--- config.mk ---
export PLATFORM = sky130hd
export DESIGN_NAME = gsl_ctrl
export DESIGN_NICKNAME = d
export VERILOG_FILES = /design/src/rtl/gsl_pkg.sv /design/src/rtl/gsl_sync_edge.sv /design/src/rtl/gsl_trig_sel.sv /design/src/rtl/gsl_guard.sv /design/src/rtl/gsl_fanout.sv /design/src/rtl/gsl_ctrl.sv
export SDC_FILE = /design/constraint.sdc
export NUM_CORES = 1
export LEC_CHECK = 0
export BUFFER_PORTS_ARGS = -buffer_cell sky130_fd_sc_hd__clkbuf_2
export CAP_MARGIN = 20
export CORE_AREA = 2 2 39 41
export CTS_CLUSTER_DIAMETER = 100
export CTS_CLUSTER_SIZE = 25
export DETAILED_ROUTE_END_ITERATION = 8
export DIE_AREA = 0 0 41 43
export PLACE_DENSITY = 0.56
export SKIP_LAST_GASP = 1
export SYNTH_ARGS = -nofsm -noshare
export SYNTH_HDL_FRONTEND = slang
export SYNTH_HIERARCHICAL = 1
export SYNTH_SLANG_ARGS = --single-unit
--- constraint.sdc ---
create_clock -name clk -period 1.3 [get_ports clk]
set_input_delay 0.13 -clock clk [delete_from_list [all_inputs] [get_ports clk]]
set_output_delay 0.13 -clock clk [all_outputs]
set_load 0.01 [all_outputs]
--- src/rtl/gsl_pkg.sv ---
package gsl_pkg;
  localparam int SEL_W = 3;

  localparam logic [SEL_W-1:0] TRG_ZERO   = 3'd0;
  localparam logic [SEL_W-1:0] TRG_PERIOD = 3'd1;
  localparam logic [SEL_W-1:0] TRG_EITHER = 3'd2;
  localparam logic [SEL_W-1:0] TRG_SYNC   = 3'd3;

  localparam int CLS_DBCTL = 0;
  localparam int CLS_ACTA  = 1;
  localparam int CLS_ACTB  = 2;
  localparam int CLS_CMPA  = 3;
  localparam int CLS_CMPB  = 4;
  localparam int CLS_COUNT = 5;
endpackage

--- src/rtl/gsl_sync_edge.sv ---
module gsl_sync_edge (
  input  logic clk,
  input  logic rst_n,
  input  logic sync_i,
  output logic edge_o
);
  logic sync_q;
  logic sync_prev;

  always_ff @(posedge clk or negedge rst_n) begin
    if (!rst_n) begin
      sync_q    <= 1'b0;
      sync_prev <= 1'b0;
    end else begin
      sync_q    <= sync_i;
      sync_prev <= sync_q;
    end
  end

  // edge comes from registers only: no path from the pin
  assign edge_o = sync_q & ~sync_prev;

  // a wide pulse yields one edge
  a_r6_one_edge_per_pulse: assert property (@(posedge clk) disable iff (!rst_n)
    edge_o |=> !edge_o);
endmodule

--- src/rtl/gsl_trig_sel.sv ---
module gsl_trig_sel
  import gsl_pkg::*;
(
  input  logic             glb_en_i,
  input  logic [SEL_W-1:0] trig_sel_i,
  input  logic             ctr_zero_i,
  input  logic             ctr_period_i,
  input  logic             sync_edge_i,
  output logic             auto_hit_o
);
  logic src_hit;

  always_comb begin
    unique case (trig_sel_i)
      TRG_ZERO:   src_hit = ctr_zero_i;
      TRG_PERIOD: src_hit = ctr_period_i;
      TRG_EITHER: src_hit = ctr_zero_i | ctr_period_i;
      TRG_SYNC:   src_hit = sync_edge_i;
      default:    src_hit = 1'b0;
    endcase
  end

  assign auto_hit_o = glb_en_i & src_hit;
endmodule

--- src/rtl/gsl_guard.sv ---
module gsl_guard #(
  parameter int GUARD_CYC = 2
) (
  input  logic clk,
  input  logic rst_n,
  input  logic auto_hit_i,
  input  logic force_i,
  output logic fire_o
);
  logic busy;
  logic auto_fire;

  generate
    if (GUARD_CYC == 0) begin : g_noguard
      assign busy = 1'b0;
    end else begin : g_guard
      localparam int CW = $clog2(GUARD_CYC + 1);
      logic [CW-1:0] hold_cnt;
      always_ff @(posedge clk or negedge rst_n) begin
        if (!rst_n) begin
          hold_cnt <= '0;
        end else if (fire_o) begin
          hold_cnt <= CW'(GUARD_CYC);
        end else if (hold_cnt != '0) begin
          hold_cnt <= hold_cnt - 1'b1;
        end
      end
      assign busy = (hold_cnt != '0);
    end
  endgenerate

  assign auto_fire = auto_hit_i & ~busy;
  assign fire_o    = force_i | auto_fire;

  // accepted automatic triggers are never back to back
  if (GUARD_CYC > 0) begin : g_chk
    a_r10_auto_spacing: assert property (@(posedge clk) disable iff (!rst_n)
      auto_fire |=> !auto_fire);
  end
endmodule

--- src/rtl/gsl_fanout.sv ---
module gsl_fanout #(
  parameter int NCLS = 5
) (
  input  logic            clk,
  input  logic            rst_n,
  input  logic            fire_i,
  input  logic [NCLS-1:0] class_en_i,
  output logic [NCLS-1:0] load_o
);
  for (genvar i = 0; i < NCLS; i++) begin : g_cls
    always_ff @(posedge clk or negedge rst_n) begin
      if (!rst_n) load_o[i] <= 1'b0;
      else        load_o[i] <= fire_i & class_en_i[i];
    end
  end

  // no strobe to a class that was not enrolled
  a_r3_no_stray_strobe: assert property (@(posedge clk) disable iff (!rst_n)
    (load_o & ~$past(class_en_i)) == '0);
endmodule

--- src/rtl/gsl_ctrl.sv ---
module gsl_ctrl
  import gsl_pkg::*;
#(
  parameter int NUM_CLASSES = CLS_COUNT,
  parameter int GUARD_CYC   = 2
) (
  input  logic                   clk,
  input  logic                   rst_n,
  input  logic                   ctr_zero_i,
  input  logic                   ctr_period_i,
  input  logic                   sync_i,
  input  logic                   glb_en_i,
  input  logic [SEL_W-1:0]       trig_sel_i,
  input  logic [NUM_CLASSES-1:0] class_en_i,
  input  logic                   force_i,
  output logic [NUM_CLASSES-1:0] load_o
);
  logic sync_edge;
  logic auto_hit;
  logic fire;

  gsl_sync_edge u_sync (
    .clk    (clk),
    .rst_n  (rst_n),
    .sync_i (sync_i),
    .edge_o (sync_edge)
  );

  gsl_trig_sel u_sel (
    .glb_en_i     (glb_en_i),
    .trig_sel_i   (trig_sel_i),
    .ctr_zero_i   (ctr_zero_i),
    .ctr_period_i (ctr_period_i),
    .sync_edge_i  (sync_edge),
    .auto_hit_o   (auto_hit)
  );

  gsl_guard #(.GUARD_CYC(GUARD_CYC)) u_guard (
    .clk        (clk),
    .rst_n      (rst_n),
    .auto_hit_i (auto_hit),
    .force_i    (force_i),
    .fire_o     (fire)
  );

  gsl_fanout #(.NCLS(NUM_CLASSES)) u_fan (
    .clk        (clk),
    .rst_n      (rst_n),
    .fire_i     (fire),
    .class_en_i (class_en_i),
    .load_o     (load_o)
  );

  // idle out of reset
  a_r1_reset_idle: assert property (@(posedge clk)
    !rst_n |=> load_o == '0);

  // all enrolled classes strobe together
  a_r4_all_enrolled: assert property (@(posedge clk) disable iff (!rst_n)
    (|load_o) |-> load_o == $past(class_en_i));

  // a strobe needs either the global enable or a force
  a_r8_gated: assert property (@(posedge clk) disable iff (!rst_n)
    (|load_o) |-> $past(glb_en_i || force_i));

  // force-only selections ignore every event
  a_r9_force_only: assert property (@(posedge clk) disable iff (!rst_n)
    (trig_sel_i > TRG_SYNC && !force_i) |=> load_o == '0);
endmodule

# Word level (Yosys, flattened, before mapping)
# Index checks and enable logic that the tools add are counted.
# W data, S select, Z words.
# word_totals
input_bits,15
regBits,9
elab_cells,30
# classes
bitwise_logic,12
n_eq_ne,3
n_reduce_logical,3
add_sub_neg,1
mux,3
# ops
operator,count
$and A1 B1 Y1,8
$eq A3 B2 Y1 const B,2
$mux W2,2
$pmux W1 S4,1
$reduce_bool A2 Y1,2
$eq A3 B1 Y1 const B,1
$logic_not A3 Y1,1
$not A1 Y1,2
$or A1 B1 Y1,2
$sub A2 B1 Y2 const B,1

# Depth between registers and ports, before layout
# Gate-level depths: netlist of the first run.
# logic_depth
depth_word,7
mapped_depth,6
depth_no_buf,6

# Modules after synthesis
# The synthesis of the first run kept the hierarchy.
# by_module_without_submodules
mod,area_per_inst_um2,cells_each,n_inst
gsl_fanout,156.4,10,1
gsl_guard,108.9,11,1
gsl_sync_edge,63.8,3,1
gsl_trig_sel,47.5,6,1

# Worst setup path after synthesis of the first run
# OpenSTA, ideal clock, no wires.
# synth_path
kind,flip-flop to flip-flop
start,reg u_sync.sync_q
end,reg u_fan.load_o[4]
n_path_buf,0
path_stages_with_launch,7
setup_ns,0.119
period_less_slack_ns,1.397
arrival_time_ns,1.278
slack_ns,-0.097
cell_sequence,dfrtp_1 > nor2b_4 > mux2_1 > nand2_1 > a311oi_2 > a21o_2 > and2_1
# synth_via
elab_chain_cells,6
# synth_rtl
element,line,rtl
"start, declared",gsl_sync_edge.sv:7,logic sync_q;
"start signal, assigned",gsl_sync_edge.sv:15,sync_q <= sync_i;
$and A1 B1 Y1,gsl_sync_edge.sv:21,assign edge_o = sync_q & ~sync_prev;
net sync_edge,gsl_ctrl.sv:18,logic sync_edge;
$pmux W1 S4,gsl_trig_sel.sv:14,unique case (trig_sel_i)
$and A1 B1 Y1,gsl_trig_sel.sv:23,assign auto_hit_o = glb_en_i & src_hit;
net auto_hit,gsl_ctrl.sv:19,logic auto_hit;
$and A1 B1 Y1,gsl_guard.sv:32,assign auto_fire = auto_hit_i & ~busy;
$or A1 B1 Y1,gsl_guard.sv:33,assign fire_o = force_i | auto_fire;
net fire,gsl_ctrl.sv:20,logic fire;
$and A1 B1 Y1,gsl_fanout.sv:13,else load_o[i] <= fire_i & class_en_i[i];
"end signal, assigned by index",gsl_fanout.sv:13,
"end, declared",gsl_fanout.sv:8,output logic [NCLS-1:0] load_o
# The timed path passes the listed nets, and every way through them passes these cells.
# A chain may end at the register's enable or synchronous reset.

# Final worst setup path of the first run
# layout_path
start,reg u_sync.sync_q
end,reg u_fan.load_o[0]
# The elaborated chain is that of the path after synthesis.

==> qor.txt, run 1 <==
Routed len/inst: 8.61 um
Failing checks: negative setup slack
Area Growth Syn to Fin: 46.5%
Most frequent cells in the layout: clkbuf_2 (19), dfrtp_1 (9), and2_1 (5)
Ys Warns: 6
GRT Max-Usage Layer: met1
Register area share after synthesis: 0.598
H-tree levels: 1
Via count: 300
Post-synth design cell area: 377 um2
Initial DRC Count: 0
Count of cell types in the netlist: 15
Setup violators final: 7
Syn_nets: 46
First-pass GRT wire length: 1.04 mm
GRT Resource Usage Total: 0.0916
NumNets Final: 73
Fin. Hold Viols: 0
Crit Path Class: flip-flop to flip-flop
Core area: 0.00138 mm2
Adder-Cell Fraction of Synth Area: 0.0332
Die ar.: 0.00176 mm2
Initial Util: 0.272
Post-place setup slack: -0.110 ns
Antenna violations before repair: 0
HPWL Detailed: 523 um
Post-Route Utilization: 0.399
IO Port Bufs: 19
Max FO, Critical Path: 5
DRT Wirelength: 620 um
Main combinational cell family by area after synthesis: simple AND/OR/NAND/NOR gates
Die height: 43 um
Clk sinks: 9
DRT antenna net count: 0
Post-synthesis compound-gate area fraction: 0.110
Leakage: 0.295 nW
# rows: 14
Worst-Skew Late Latency: 0.25 ns
Largest net degree at the start of global routing: 10
Syn Inst Count: 30
Clock root buffer: clkbuf_4
Fill cell count: 144
Slew HR: 0.840
Status: finished with violations
Vias per std cell: 4.17
Avg Inst Size Synth: 12.6 um2
Mux share of post-synthesis cell area: 0.0299
I/O pin total: 20
Critical Path RT: 1.45 ns
Least-Margin Pin Slew: 0.240 ns
Clock Pin Slew Worst Setup and Hold Paths: 0.06 ns
Total CTS buffers: 3
PwrDens: 1270 mW/mm2
Max Freq: 718 MHz
Final instance area: 552 um2
Power, Total: 0.000703 W
Diodes inserted: 0
Synth Area in Simple Gates: 0.199
Share of cells above drive strength 1: 0.500
WP data arrival: 1.54 ns
Leading cell type in the layout, fill and taps excluded: clkbuf_2
Max Cap Viol: 0
CTS max path bufs: 2
Synth Register Bits: 9
Fin cells: 72
Final period utilization: 1.07
Slew Limit Fails: 0
Vias in the first global route: 292
RSZ-0062 raised after global routing: yes
Drt first pass iters: 1
GR Util met3: 0.0157
Synth Area in XOR/XNOR: 0
Crit. End Element: flip-flop
Sequential standard cell area: 225 um2
Total gr overflow: 0
Global Route met1 Usage: 0.118
Min-delay worst type: primary input to flip-flop
Die Span X: 41 um
Routability Congestion: 0.563
CTS tree: built
VDD IR max: 0.000605 V
DP Area: 498 um2
Clock period minus worst slack: 1.39 ns
Placed Instances: 65
Multi-input logic area: 146 um2
DRC errors left: 0
Clk_skew: 0.00413 ns
Final Worst Setup Slack: -0.0922 ns
Global Route met2 Usage: 0.116
Critical Path Start Type: flip-flop
synth_stat cells:
cell / number / area [um2]
nor3_1: 1 / 5.00
nor2_1: 2 / 7.51
nor2b_4: 1 / 13.8
a311oi_2: 1 / 15.0
mux2_1: 1 / 11.3
nand2_1: 1 / 3.75
a31o_1: 1 / 8.76
a21o_2: 1 / 8.76
a32oi_1: 1 / 8.76
nand2b_1: 1 / 6.26
inv_1: 3 / 11.3
dfrtp_1: 9 / 225
ha_1: 1 / 12.5
nand3b_1: 1 / 7.51
and2_1: 5 / 31.3
what timing repair did:
| action | 4_1_cts | 5_1_grt |
|---|---|---|
| resized for setup | 0 | 0 |
| endpoints found under the hold margin | 10 | 0 |
| hold buffers | 2 | 0 |
| buffers inserted | 1 | 0 |
| endpoints found under the setup margin | 7 | 7 |
| pin swaps | 1 | 2 |
per-layer routing:
metal  share of wire  routed length, um
met5               0                  0
met4           0.013                  8
met3           0.074                 46
met2            0.53                326
met1            0.39                239
registers in the layout, summed over array words and instances, names as in the netlist:
name                      cells
u_sync/sync_prev              1
u_sync/sync_q                 1
u_guard/g_guard.hold_cnt      2
u_fan/load_o                  5
cells by family after synthesis:
| logic type | after synthesis |
|---|---|
| simple gates | 12 |
| flops | 9 |
| compound gates | 4 |
| buf+inv | 3 |
| mux | 1 |
| fa+ha+maj | 1 |
worst max-delay path, cell delays in order, from the launching register on:
cell and delay (ns):
dfrtp_1 0.37, nor2b_4 0.12, mux2_4 0.25, nand2_2 0.06
a311oi_2 0.10, a21o_2 0.23, and2_1 0.15
layout make-up:
type | count | area share
clock buffers | 4 | 0.0476
inverters | 3 | 0.0204
multi-input cells | 18 | 0.265
flip-flops and latches | 9 | 0.408
well taps | 16 | 0.0363
repair buffers | 22 | 0.222
through the flow:
| step | setup TNS (ns) | hold slack (ns) |
|---|---|---|
| 2_1_floorplan | -0.0886 | -0.166 |
| 3_3_place_gp | -0.486 | -0.00518 |
| 3_5_place_dp | -0.562 | -0.00718 |
| 4_1_cts | -0.582 | 0.0709 |
| 5_1_grt | -0.978 | 0.0838 |
| 6_report | -0.442 | 0.0797 |
where the power goes:
part | switching, W | internal (W) | leakage, nW
combinational | 0.0000793 | 0.0000844 | 0.169
sequential | 0.0000157 | 0.000320 | 0.111
clock | 0.0000857 | 0.000118 | 0.0150
path summary, 6_finish.rpt:
kind / end / cells after the start / startpoint / slack [ns]
max: u_fan/load_o[0] / 6 / u_sync/sync_q / -0.09
min: u_fan/load_o[0] / 2 / class_en_i[0] / 0.08
max reg2reg: u_fan/load_o[0] / 6 / u_sync/sync_q / -0.09
min reg2reg: u_sync/sync_prev / 1 / u_sync/sync_q / 0.48
max in group asynchronous: u_fan/load_o[4] / 2 / rst_n / 0.85
min in group asynchronous: u_guard/g_guard.hold_cnt[0] / 2 / rst_n / 0.26
Power figures use the tool's default switching activity.
==> run 2: changes to the inputs <==
--- a/config.mk
+++ b/config.mk
@@ -8,11 +8,13 @@
 export BUFFER_PORTS_ARGS = -buffer_cell sky130_fd_sc_hd__clkbuf_2
 export CAP_MARGIN = 20
 export CORE_AREA = 2 2 39 41
+export CTS_BUF_LIST = sky130_fd_sc_hd__clkbuf_8
 export CTS_CLUSTER_DIAMETER = 100
 export CTS_CLUSTER_SIZE = 25
 export DETAILED_ROUTE_END_ITERATION = 8
 export DIE_AREA = 0 0 41 43
 export PLACE_DENSITY = 0.56
+export SKIP_CTS_REPAIR_TIMING = 1
 export SKIP_LAST_GASP = 1
 export SYNTH_ARGS = -nofsm -noshare
 export SYNTH_HDL_FRONTEND = slang
==> run 2 against run 1 <==
  * The run still ends with negative setup slack left
  * First-iteration DRC count increased by 1
  * Largest cell class unchanged
  * Critical endpoint unchanged
  * Sequential power about the same
  * Cell count decreased by 2.8%
  * Largest power group unchanged
==> qor.txt, run 2 (same netlist as run 1, synthesis figures left out) <==
Diodes inserted: 0 (unchanged)
IO Port Bufs: 19 (unchanged)
HPWL Detailed: 523 um (unchanged)
Crit Path Class: flip-flop to flip-flop (unchanged)
Total gr overflow: 0 (unchanged)
Clk_skew: 0.00303 ns (was 0.00413 ns)
Area Growth Syn to Fin: 46.8% (was 46.5%)
Min-delay worst type: primary input to flip-flop (unchanged)
Largest Register: u_fan/load_o (unchanged)
Clock Pin Slew Worst Setup and Hold Paths: 0.04 ns (was 0.06 ns)
Max FFs per register: 5 (unchanged)
Leading cell type in the layout, fill and taps excluded: clkbuf_2 (unchanged)
Die ar.: 0.00176 mm2 (unchanged)
Crit. End Element: flip-flop (unchanged)
DRC errors left: 0 (unchanged)
H-tree levels: 1 (unchanged)
Leakage: 0.298 nW (was 0.295 nW)
NumNets Final: 71 (was 73)
Clock period minus worst slack: 1.40 ns (was 1.39 ns)
Largest registers: u_fan/load_o x5, u_guard/g_guard.hold_cnt x2 (unchanged)
Critical Path RT: 1.42 ns (was 1.45 ns)
Die height: 43 um (unchanged)
Slew HR: 0.840 (about the same)
Largest net degree at the start of global routing: 10 (unchanged)
Final period utilization: 1.08 (was 1.07)
Setup TNS Final: -0.483 ns (was -0.442 ns)
Die Span X: 41 um (unchanged)
RSZ-0062 raised after global routing: yes (unchanged)
Worst-Skew Late Latency: 0.23 ns (was 0.25 ns)
Initial Util: 0.272 (unchanged)
Setup violators final: 7 (unchanged)
Drt first pass iters: 3 (was 1)
Failing checks: negative setup slack (unchanged)
Critical Path Start Type: flip-flop (unchanged)
DRT antenna net count: 0 (unchanged)
Final Worst Setup Slack: -0.100 ns (was -0.0922 ns)
CTS max path bufs: 2 (unchanged)
Fin. Hold Viols: 0 (unchanged)
WP data arrival: 1.52 ns (was 1.54 ns)
DRT Wirelength: 609 um (was 620 um)
Status: finished with violations (unchanged)
Sequential power share: 0.422 (was 0.478)
Core area: 0.00138 mm2 (unchanged)
Share of cells above drive strength 1: 0.500 (unchanged)
P_int: 0.000607 W (was 0.000522 W)
VDD IR max: 0.000683 V (was 0.000605 V)
Slowest stage delay, CP: 0.38 ns (was 0.37 ns)
Vias per std cell: 4.16 (was 4.17)
CTS tree: built (unchanged)
Via count: 291 (was 300)
I/O pin total: 20 (unchanged)
Crit-path slowest cell: dfrtp_1 (unchanged)
Max FO, Critical Path: 5 (unchanged)
Switching power: 0.000193 W (was 0.000181 W)
Routability Congestion: 0.563 (unchanged)
Fill cell count: 141 (was 144)
Initial DRC Count: 1 (was 0)
Clock root buffer: clkbuf_8 (was clkbuf_4)
Antenna violations before repair: 0 (unchanged)
Slew Limit Fails: 0 (unchanged)
Switching share of power: 0.242 (was 0.257)
Total CTS buffers: 3 (unchanged)
Routed len/inst: 8.70 um (was 8.61 um)
Max Freq: 714 MHz (was 718 MHz)
DP Area: 498 um2 (unchanged)
Max Cap Viol: 0 (unchanged)
Comb pwr share: 0.198 (was 0.233)
Most frequent cells in the layout: clkbuf_2 (19), dfrtp_1 (9), and2_1 (5) (unchanged)
PwrDens: 1450 mW/mm2 (was 1270 mW/mm2)
# rows: 14 (unchanged)
Least-Margin Pin Slew: 0.240 ns (about the same)
GRT Resource Usage Total: 0.0937 (was 0.0916)
Final instance area: 553 um2 (was 552 um2)
Clk pwr share: 0.380 (was 0.289)
First-pass GRT wire length: 1.04 mm (unchanged)
Clk sinks: 9 (unchanged)
Vias in the first global route: 289 (was 292)
CP cell instances: nor2b_4 -> mux2_4 -> nand2_2 -> a311oi_2 -> a21o_2 -> and2_1 (unchanged)
==> run 2: changes by cell type in the layout (fill, tap and decap cells not counted), sizes merged <==
cell / delta
buf: -1
inv: +1
clkbuf: -1
dlygate4sd3: -1
==> run 2: worst max-delay path: cells and delay by family, from the launching register on <==
family / cells / cell delay (ns)
AND/OR/NAND/NOR: 3 / 0.33
flip-flops: 1 / 0.38
AO/OA/AOI/OAI: 2 / 0.33
multiplexers: 1 / 0.25
==> run 2: layout make-up <==
type                       instances  area (um2)  area share
timing repair buffer              20         105       0.190
multi-input combinational         18         146       0.265
inverter                           3        11.3      0.0204
sequential                         9         225       0.407
clock inverter                     1        3.75     0.00679
tap                               16        20.0      0.0362
clock buffer                       3        41.3      0.0747
==> run 2: power by group through the flow <==
stage	Combinational, W	Sequential [W]	Clock (W)
2_1_floorplan	0.0000997	0.000345	0
3_3_place_gp	0.000153	0.000341	0
3_5_place_dp	0.000163	0.000341	0
4_1_cts	0.000163	0.000337	0.000315
5_1_grt	0.000187	0.000343	0.000332
6_report	0.000159	0.000338	0.000304
==> run 2: metal layers <==
layer | track usage | up-vias | wire length [um]
li1 | - | 147 | -
met1 | 0.114 | 130 | 231
met2 | 0.116 | 12 | 321
met3 | 0.0314 | 2 | 48
met4 | 0.100 | 0 | 8
met5 | 0 | - | 0
==> run 2: worst paths after layout <==
kind,startpoint,to,slack [ns],depth (start not counted)
min,sync_i,u_sync/sync_q,0.01,1
max in group asynchronous,rst_n,u_fan/load_o[1],0.82,2
min reg2reg,u_sync/sync_q,u_sync/sync_prev,0.39,0
min in group asynchronous,rst_n,u_guard/g_guard.hold_cnt[0],0.29,2
max,u_sync/sync_q,u_fan/load_o[0],-0.10,6
max reg2reg,u_sync/sync_q,u_fan/load_o[0],-0.10,6
==> run 2: stage by stage <==
stage | total power, W | hold WS, ns | std cells | setup WS [ns] | utilization
2_1_floorplan | 0.000445 | -0.166 | 30 | -0.0323 | -
3_3_place_gp | 0.000494 | -0.00518 | 65 | -0.0961 | 0.360
3_5_place_dp | 0.000504 | -0.00718 | 65 | -0.110 | 0.360
4_1_cts | 0.000815 | -0.250 | 69 | -0.116 | 0.392
5_1_grt | 0.000862 | 0.00699 | 70 | -0.172 | 0.400
6_report | 0.000800 | 0.0112 | 70 | -0.100 | 0.400
==> run 3: changes to the inputs <==
--- a/config.mk
+++ b/config.mk
@@ -5,6 +5,7 @@
 export SDC_FILE = /design/constraint.sdc
 export NUM_CORES = 1
 export LEC_CHECK = 0
+export ABC_AREA = 1
 export BUFFER_PORTS_ARGS = -buffer_cell sky130_fd_sc_hd__clkbuf_2
 export CAP_MARGIN = 20
 export CORE_AREA = 2 2 39 41
@@ -13,10 +14,9 @@
 export CTS_CLUSTER_SIZE = 25
 export DETAILED_ROUTE_END_ITERATION = 8
 export DIE_AREA = 0 0 41 43
-export PLACE_DENSITY = 0.56
+export PLACE_DENSITY = 0.57
 export SKIP_CTS_REPAIR_TIMING = 1
 export SKIP_LAST_GASP = 1
 export SYNTH_ARGS = -nofsm -noshare
 export SYNTH_HDL_FRONTEND = slang
-export SYNTH_HIERARCHICAL = 1
 export SYNTH_SLANG_ARGS = --single-unit
==> run 3 against run 2 <==
  * The flow now finishes without violations
  * Sequential share of layout area down 0.72 points
  * Final area up 1.8%
  * Combinational power increased by 16%
  * Cell count rose by 20%
  * Clock skew decreased by 0.0029 ns
  * Worst hold slack worse by 0.0056 ns
  * Die area stayed put
  * Setup slack improved by 0.20 ns
  * Register-to-register slack better by 0.20 ns
  * Global-route usage fell by 0.083 points
  * Highest routed layer unchanged
==> qor.txt, run 3 <==
Largest net degree at the start of global routing: 10 (unchanged)
CP cell instances: inv_1 -> ha_2 -> inv_2 -> nor3b_2 -> nand2_2 -> nand2_1 -> nor2_1 (was nor2b_4 -> mux2_4 -> nand2_2 -> a311oi_2 -> a21o_2 -> and2_1)
RSZ-0062 raised after global routing: no (was yes)
Diodes inserted: 0 (unchanged)
Multi-input logic area: 123 um2 (was 146 um2)
Clk sinks: 9 (unchanged)
Synth top area share: 0.577 (was 0.598)
Top post-synthesis cells by area: dfrtp_1 (58%), inv_1 (11%), nand2_1 (8.7%), a21oi_1 (6.4%), ha_1 (3.2%) (was dfrtp_1 (60%), and2_1 (8.3%), a311oi_2 (4.0%), nor2b_4 (3.7%), ha_1 (3.3%))
Cell taking the most area after synthesis: dfrtp_1 (unchanged)
Core area: 0.00138 mm2 (unchanged)
Post-place setup slack: 0.0970 ns (was -0.110 ns)
Most frequent cells in the layout: clkbuf_2 (19), inv_1 (12), nand2_1 (9), dfrtp_1 (9), a21oi_1 (5) (was clkbuf_2 (19), dfrtp_1 (9), and2_1 (5))
DRT Wirelength: 656 um (was 609 um)
Hold slack: 0.00558 ns (was 0.0112 ns)
Final Worst Setup Slack: 0.102 ns (was -0.100 ns)
Via count: 338 (was 291)
Slew Limit Fails: 0 (unchanged)
Sequential standard cell area: 225 um2 (unchanged)
Antenna violations before repair: 0 (unchanged)
DRT antenna net count: 0 (unchanged)
Post-synthesis async set-or-reset flop share: 1.00 (unchanged)
Initial DRC Count: 1 (unchanged)
Setup TNS Final: 0 ns (was -0.483 ns)
Total CTS buffers: 3 (unchanged)
Worst Hold Launch: sync_i (unchanged)
Total gr overflow: 0 (unchanged)
Critical Path Start Type: flip-flop (unchanged)
Slowest stage delay, CP: 0.38 ns (about the same)
Crit-path slowest cell: dfrtp_1 (unchanged)
R2R Setup Slk: 0.10 ns (was -0.10 ns)
Buf+Inv Stages, Crit Path: 2 (was 0)
Slew HR: 0.858 (was 0.840)
# rows: 14 (unchanged)
Leakage: 0.343 nW (was 0.298 nW)
Power, Total: 0.000831 W (was 0.000800 W)
HPWL Detailed: 527 um (was 523 um)
Post-synth EDFFs: 0 (unchanged)
Largest Register: u_fan.load_o (was u_fan/load_o)
Worst-Skew Late Latency: 0.23 ns (about the same)
Crit Path Class: flip-flop to flip-flop (unchanged)
Status: finished clean (was finished with violations)
Critical Path RT: 1.42 ns (about the same)
Fin. Hold Viols: 0 (unchanged)
CP startpoint: u_guard.g_guard.hold_cnt[0] (was u_sync/sync_q)
Reg-to-Reg Start: u_guard.g_guard.hold_cnt[0] (was u_sync/sync_q)
Vias per std cell: 4.02 (was 4.16)
DRC errors left: 0 (unchanged)
Synth Register Bits: 9 (unchanged)
Largest registers: u_fan.load_o x5, u_guard.g_guard.hold_cnt x2 (was u_fan/load_o x5, u_guard/g_guard.hold_cnt x2)
Routed len/inst: 7.81 um (was 8.70 um)
Count of cell types in the netlist: 12 (was 15)
WP data arrival: 1.31 ns (was 1.52 ns)
Syn Inst Count: 44 (was 30)
GRT Resource Usage Total: 0.0929 (was 0.0937)
Max Freq: 835 MHz (was 714 MHz)
Leading cell type in the layout, fill and taps excluded: clkbuf_2 (unchanged)
First-pass GRT wire length: 1.03 mm (was 1.04 mm)
Vias in the first global route: 277 (was 289)
Die ar.: 0.00176 mm2 (unchanged)
Initial Util: 0.282 (was 0.272)
Register area share after synthesis: 0.577 (was 0.598)
I/O pin total: 20 (unchanged)
Clock Pin Slew Worst Setup and Hold Paths: 0.04 ns (about the same)
IO Port Bufs: 19 (unchanged)
Syn_nets: 60 (was 46)
Post-synth design cell area: 390 um2 (was 377 um2)
Ys flop type: dfrtp_1 (unchanged)
Max FO, Critical Path: 7 (was 5)
Drt first pass iters: 2 (was 3)
PwrDens: 1480 mW/mm2 (was 1450 mW/mm2)
Clk_skew: 0.000112 ns (was 0.00303 ns)
H-tree levels: 1 (unchanged)
Die height: 43 um (unchanged)
Max Cap Viol: 0 (unchanged)
Setup violators final: 0 (was 7)
Top delay family on crit path: simple AND/OR/NAND/NOR gates (was flip-flops)
Clock period minus worst slack: 1.20 ns (was 1.40 ns)
CTS tree: built (unchanged)
Least-Margin Pin Slew: 0.214 ns (was 0.240 ns)
Commonest cells post-synth: inv_1 (11), dfrtp_1 (9), nand2_1 (9), a21oi_1 (5), nor2_1 (3) (was dfrtp_1 (9), and2_1 (5), inv_1 (3), nor2_1 (2))
Min-delay worst type: primary input to flip-flop (unchanged)
Ys Warns: 0 (was 6)
Most frequent cell after synthesis: inv_1 (was dfrtp_1)
Clock root buffer: clkbuf_8 (unchanged)
Area Growth Syn to Fin: 44.2% (was 46.8%)
Final period utilization: 0.921 (was 1.08)
Crit. End Element: flip-flop (unchanged)
Avg Inst Size Synth: 8.87 um2 (was 12.6 um2)
Routability Congestion: 0.670 (was 0.563)
VDD IR max: 0.000814 V (was 0.000683 V)
CTS max path bufs: 2 (unchanged)
Share of cells above drive strength 1: 0.382 (was 0.500)
NumNets Final: 85 (was 71)
Fill cell count: 152 (was 141)
Max FFs per register: 5 (unchanged)
Die Span X: 41 um (unchanged)
## run 3: final cells by class
cell class,count,area share
repair buffers,20,0.187
flip-flops and latches,9,0.400
clock inverters,1,0.00667
clock buffers,3,0.0733
multi-input cells,23,0.218
inverters,12,0.0800
well taps,16,0.0356
## run 3: per-stage QoR
stage | utilization | area, um2 | std cells
after CTS | 0.398 | 551 | 83
after floorplan | - | 390 | 44
final | 0.407 | 563 | 84
after detailed placement | 0.365 | 505 | 79
after global routing | 0.407 | 563 | 84
after global placement | 0.365 | 505 | 79
## run 3: power by group
part           internal (W)  switching (W)
logic             0.0000876      0.0000974
clock network      0.000205       0.000101
registers          0.000321      0.0000193
## run 3: kinds of logic (layout without fill, tap and decap cells)
group / Yosys count / after routing / share of synthesized area
compound gates: 6 / 6 / 0.0769
xor+xnor: 1 / 1 / 0.0224
fa+ha+maj: 1 / 1 / 0.0320
buf+inv: 12 / 36 / 0.115
flops: 9 / 9 / 0.577
simple gates: 15 / 15 / 0.176
## run 3: metal layers
metal	up-vias	GRT usage	routed length [um]
li1	179	-	-
met4	0	0.0600	14
met2	17	0.125	291
met1	140	0.102	252
met3	2	0.0628	96
met5	-	0	0
## run 3: worst register-to-register path, stage by stage, from the launching register on
cell and delay [ns]:
dfrtp_1 0.38, inv_1 0.07, ha_2 0.19, inv_2 0.05, nor3b_2 0.16, nand2_2 0.13, nand2_1 0.08, nor2_1 0.04
## run 3: path summary, 6_finish.rpt
check	to	cells past startpoint
max reg2reg	u_guard.g_guard.hold_cnt[0]	7
max in group asynchronous	u_fan.load_o[1]	2
max	u_guard.g_guard.hold_cnt[0]	7
min in group asynchronous	u_fan.load_o[2]	2
min	u_sync.sync_q	1
min reg2reg	u_sync.sync_prev	0
